===== config.mk =====
export PLATFORM = sky130hd
export DESIGN_NAME = bank_overlap_monitor
export DESIGN_NICKNAME = d
export VERILOG_FILES = /design/src/rtl/bank_overlap_monitor.sv
export SDC_FILE = /design/constraint.sdc
export NUM_CORES = 2
export LEC_CHECK = 0
export CAP_MARGIN = 20
export CELL_PAD_IN_SITES_DETAIL_PLACEMENT = 0
export CELL_PAD_IN_SITES_GLOBAL_PLACEMENT = 1
export CORE_ASPECT_RATIO = 1.1
export CORE_MARGIN = 8
export CORE_UTILIZATION = 45
export CTS_CLUSTER_SIZE = 12
export DETAILED_ROUTE_END_ITERATION = 6
export GPL_TIMING_DRIVEN = 0
export PLACE_DENSITY = 0.73
export SYNTH_ARGS = -nofsm -noshare
export SYNTH_HDL_FRONTEND = slang
export SYNTH_SLANG_ARGS = --single-unit

===== constraint.sdc =====
create_clock -name clk -period 2.26 [get_ports clk]
set_input_delay 0.452 -clock clk [delete_from_list [all_inputs] [get_ports clk]]
set_output_delay 0.452 -clock clk [all_outputs]
set_load 0.005 [all_outputs]

===== src/rtl/bank_overlap_monitor.sv =====
module bank_overlap_monitor #(
  parameter int ADDR_W   = 32,
  parameter int CNT_W    = 32,
  parameter int BANK_LSB = 2,
  parameter int BANK_W   = 2,
  localparam int NBANK     = 1 << BANK_W,
  localparam int BANK_BASE = 8,
  localparam int NCNT      = BANK_BASE + 4 * NBANK,
  localparam int IDX_W     = $clog2(NCNT)
) (
  input  logic              clk,
  input  logic              rst_n,
  input  logic              clr,
  input  logic              i_req,
  input  logic              i_gnt,
  input  logic [ADDR_W-1:0] i_addr,
  input  logic              d_req,
  input  logic              d_gnt,
  input  logic [ADDR_W-1:0] d_addr,
  input  logic [IDX_W-1:0]  rd_idx,
  output logic [CNT_W-1:0]  rd_data
);

  localparam int S_BOTH      = 0;
  localparam int S_SAME      = 1;
  localparam int S_SPLIT     = 2;
  localparam int S_IBLK      = 3;
  localparam int S_DBLK      = 4;
  localparam int S_DBLK_SPL  = 5;
  localparam int S_DBLK_SAME = 6;

  logic [BANK_W-1:0] i_bank, d_bank;
  logic both, same_bank, i_blk, d_blk;
  logic [NCNT-1:0] inc;
  logic [CNT_W-1:0] cnt [NCNT];
  logic [NCNT*CNT_W-1:0] cnt_flat;
  logic unused_addr_bits;

  assign i_bank    = i_addr[BANK_LSB +: BANK_W];
  assign d_bank    = d_addr[BANK_LSB +: BANK_W];
  assign both      = i_req & d_req;
  assign same_bank = (i_bank == d_bank);
  assign i_blk     = i_req & ~i_gnt;
  assign d_blk     = d_req & ~d_gnt;
  assign unused_addr_bits = ^{i_addr, d_addr};

  always_comb begin
    inc = '0;
    inc[S_BOTH]      = both;
    inc[S_SAME]      = both & same_bank;
    inc[S_SPLIT]     = both & ~same_bank;
    inc[S_IBLK]      = i_blk;
    inc[S_DBLK]      = d_blk;
    inc[S_DBLK_SPL]  = d_blk & i_req & ~same_bank;
    inc[S_DBLK_SAME] = d_blk & i_req & same_bank;
    for (int b = 0; b < NBANK; b++) begin
      inc[BANK_BASE + 4*b + 0] = i_req & (i_bank == BANK_W'(b));
      inc[BANK_BASE + 4*b + 1] = d_req & (d_bank == BANK_W'(b));
      inc[BANK_BASE + 4*b + 2] = i_req & i_gnt & (i_bank == BANK_W'(b));
      inc[BANK_BASE + 4*b + 3] = d_req & d_gnt & (d_bank == BANK_W'(b));
    end
  end

  for (genvar k = 0; k < NCNT; k++) begin : g_cnt
    always_ff @(posedge clk or negedge rst_n) begin
      if (!rst_n)                        cnt[k] <= '0;
      else if (clr)                      cnt[k] <= '0;
      else if (inc[k] && (cnt[k] != '1)) cnt[k] <= cnt[k] + 1'b1;
    end
    assign cnt_flat[k*CNT_W +: CNT_W] = cnt[k];
  end

  always_ff @(posedge clk or negedge rst_n) begin
    if (!rst_n) rd_data <= '0;
    else if ({1'b0, rd_idx} < (IDX_W+1)'(NCNT)) rd_data <= cnt[rd_idx];
    else rd_data <= '0;
  end

endmodule


==> results.yml <==
setup_path:
  cp-start-kind: "input pin"
  cp_common_cell: "buf_2"
  critical_path_class: "in -> reg"
  critPathSlowestCell: "clkdlybuf4s50_1"
  cp-end-kind: "flop"
  crit_family: "buffers and inverters"
  cp_max_fo: 10
  path_cells: "clkdlybuf4s50_1 > buf_2 > buf_2 > mux2i_1 > o221ai_1"
  cp_data_required_time_ps: 2690
  critPathBufInv: 3
  max_stage_delay_ps: 590
  cp.arrival_ps: 2810
synth:
  yosys.area_share.simple: 0.2623
  synthCells: 4698
  avgSynthCellArea_sq_um: 9.599
  async_flop_share: 1.000
  synthMuxAreaShare: 0.1129
  ys_ff_latch: 768
  synth_area_leaders: "dfrtp_1 (43%), mux4_2 (7.9%), xor2_1 (7.3%)"
  synth_top_family_by_area: "simple AND/OR/NAND/NOR gates"
  yosys_warnings: 0
  synthAdderAreaFrac: 0.006381
  ys.flop_type: "dfrtp_1"
  yosys.area_share.xor_xnor: 0.1140
  seq_area_frac_synth: 0.4262
  yosys.area.top_type_share: 0.4262
  synth_compound_area_frac: 0.05433
  syn_area_sq_mm: 0.04510
  synth_cell_types: 80
  syn_nets: 4797
  synth_edf_count: 0
  synth_top_area_cell: "dfrtp_1"
floorplan:
  core_sq_mm: 0.09998
  start_util: 0.4510
  ios: 108
  die_w_microns: 317.8
  fp.dieArea_sq_mm: 0.1106
  die-height_microns: 348.0
  core.rowCount: 122
route:
  vias: 38910
  avgViaCountPerCell: 6.136
  first_iter_violations: 3804
  antenna_left: 0
  first_pass_iters: 6
  wire_per_inst_microns: 25.43
  drt_wl_total_microns: 161300
  drc: 0
global_route:
  grt_pass1_vias: 37270
  grt_overflow: 0
  grt_max_degree: 114
  grt_pass1_wl_microns: 239800
  antenna_found_initial: 10
  grt_use_total: 0.2820
outcome:
  failed_checks: "negative setup slack"
  outcome: "finished, violations left"
placement:
  pre_cts_slack_ps: -2128
  io_buffers: 41
  dpl-instance-area_sq_mm: 0.04747
  place_congestion: 0.9704
  dp_hpwl_microns: 119400
  placed_cells: 6058
finish:
  post-route-util: 0.5367
  nets: 5070
  drive_above_1_share: 0.1763
  fin_cells: 6341
  area_delta_synth_final_pct: 18.99
  nFillCells: 9002
  post-route-cell-area_sq_mm: 0.05366
cts:
  cts.sinks: 768
  cts_buffer_depth: 3
  h-tree-depth: 3
  clkSlewWorstSetupHoldPaths_ps: 60
  root_buffer: "clkbuf_16"
  cts_tree: "yes"
  cts_buffers: 91
  clk_latency_ps: 670
sta:
  rsz0062_at_grt: "yes"
  slew_headroom: 0.2023
  tightest_slew_ps: 1197
  hold_ws_ps: 305.2
  drv_slew: 0
  timing.final.hold_violations: 0
  min_period_ps: 2380
  finalSetupViolations: 18
  finalWorstSetupSlack_ps: -120.3
  fin_crit_sh: 1.053
  clock_skew_ps: 42.54
  fmax_mhz: 420.1
run:
  maxCapViolCount: 0
min_path:
  worstHoldPathType: "in -> async"
power:
  ir_drop_uv: 529.0
  leakage_nw: 21.09
  powerDensity_mw_per_mm2: 580.9
[what timing repair did]
action / in CTS / in global routing
resized for setup: 324 / 207
gates cloned: 1 / 2
endpoints found under the setup margin: 693 / 556
hold buffers: 1 / 0
pin swaps: 34 / 54
setup buffers: 58 / 83
endpoints found under the hold margin: 49 / 0
[synthesized netlist by cell type, types with 12 or more instances]
| cell | count |
|---|---|
| nand3_1 | 298 |
| o221ai_1 | 32 |
| a21oi_1 | 125 |
| a211oi_1 | 19 |
| nor4_1 | 52 |
| and2_1 | 40 |
| and3_1 | 117 |
| mux2i_1 | 109 |
| buf_1 | 24 |
| or4_1 | 19 |
| nand2_1 | 340 |
| mux2_2 | 35 |
| buf_2 | 23 |
| mux4_2 | 159 |
| nor2b_1 | 12 |
| inv_1 | 60 |
| clkbuf_1 | 163 |
| or2_2 | 13 |
| nor3_1 | 134 |
| dfrtp_1 | 768 |
| xor2_1 | 376 |
| or3_1 | 124 |
| nand4_1 | 299 |
| ha_1 | 23 |
| xnor2_1 | 211 |
| a31oi_1 | 15 |
| nor2_1 | 746 |
| and4_1 | 84 |
| o21ai_0 | 149 |
[registers in the layout, summed over array words and instances (netlist names)]
register,count
rd_data,32
cnt,736
[per-stage QoR]
step	TNS, ps	total power [mW]
2_1_floorplan	0	14.78
3_3_place_gp	-	15.50
3_5_place_dp	-814450	15.63
4_1_cts	-52.93	31.33
5_1_grt	-271.7	32.05
6_report	-477.7	31.17
[final cells by class]
type	count	area, sq um	share of cell area
clock buffers	133	2660	0.04957
diodes	2	5.005	0.00009327
inverters	60	225.2	0.004197
flip-flops and latches	768	19300	0.3597
well taps	1302	1629	0.03036
plain buffers	192	1033	0.01926
multi-input cells	3657	26480	0.4935
repair buffers	201	1879	0.03502
clock inverters	26	441.7	0.008231
[cells in the final DEF (no fill, tap or decap), types with 23 or more instances in the layout]
master	netlist	layout
xnor2_1	211	209
a21oi_1	125	123
and4_1	84	76
nand3_1	298	278
nor3_1	134	110
xor2_1	376	374
mux2i_1	109	91
and3_1	117	116
nand4_1	299	299
mux4_2	159	159
clkbuf_16	0	96
clkbuf_1	163	126
dfrtp_2	0	68
nand2_1	340	336
buf_4	0	151
dfrtp_1	768	700
clkdlybuf4s50_1	0	34
inv_1	60	60
nor4_1	52	23
mux2_2	35	35
nor2_1	746	739
or3_1	124	120
o21ai_0	149	134
and2_1	40	39
[layer usage]
metal	GRT usage	routed length (microns)	share of wire	vias up
li1	-	-	-	17540
met1	0.3725	66770	0.41	19660
met2	0.4533	74520	0.46	1375
met3	0.04952	11630	0.072	332
met4	0.1295	8333	0.052	0
met5	0	0	0	-
[where the power goes]
group	leakage, nW	internal, mW	total, mW	switching (mW)
Sequential	10.6	13.8	13.8	0.0459
Combinational	8.97	0.453	1.69	1.24
Clock	1.51	9.47	15.7	6.18
[worst paths after layout]
| kind | from | to | slack, ps | cells after the start |
|---|---|---|---|---|
| max in group asynchronous | rst_n | cnt[709]$_DFFE_PN0P_ | 290 | 5 |
| hold / removal | rst_n | cnt[488]$_DFFE_PN0P_ | 310 | 2 |
| hold reg to reg | cnt[336]$_DFFE_PN0P_ | cnt[336]$_DFFE_PN0P_ | 560 | 2 |
| min in group clk | clr | cnt[627]$_DFFE_PN0P_ | 340 | 3 |
| setup / recovery | rd_idx[4] | rd_data[8]$_DFF_PN0_ | -120 | 5 |
| setup reg to reg | cnt[132]$_DFFE_PN0P_ | cnt[147]$_DFFE_PN0P_ | 60 | 6 |
[kinds of logic after synthesis]
family | count (synthesis)
adder cells (fa/ha/maj) | 23
flip-flops | 768
AO/OA/AOI/OAI | 399
AND/OR/NAND/NOR | 2343
buffers and inverters | 274
XOR/XNOR | 587
multiplexers | 304
Note: power is estimated with default switching activity, not from simulation.
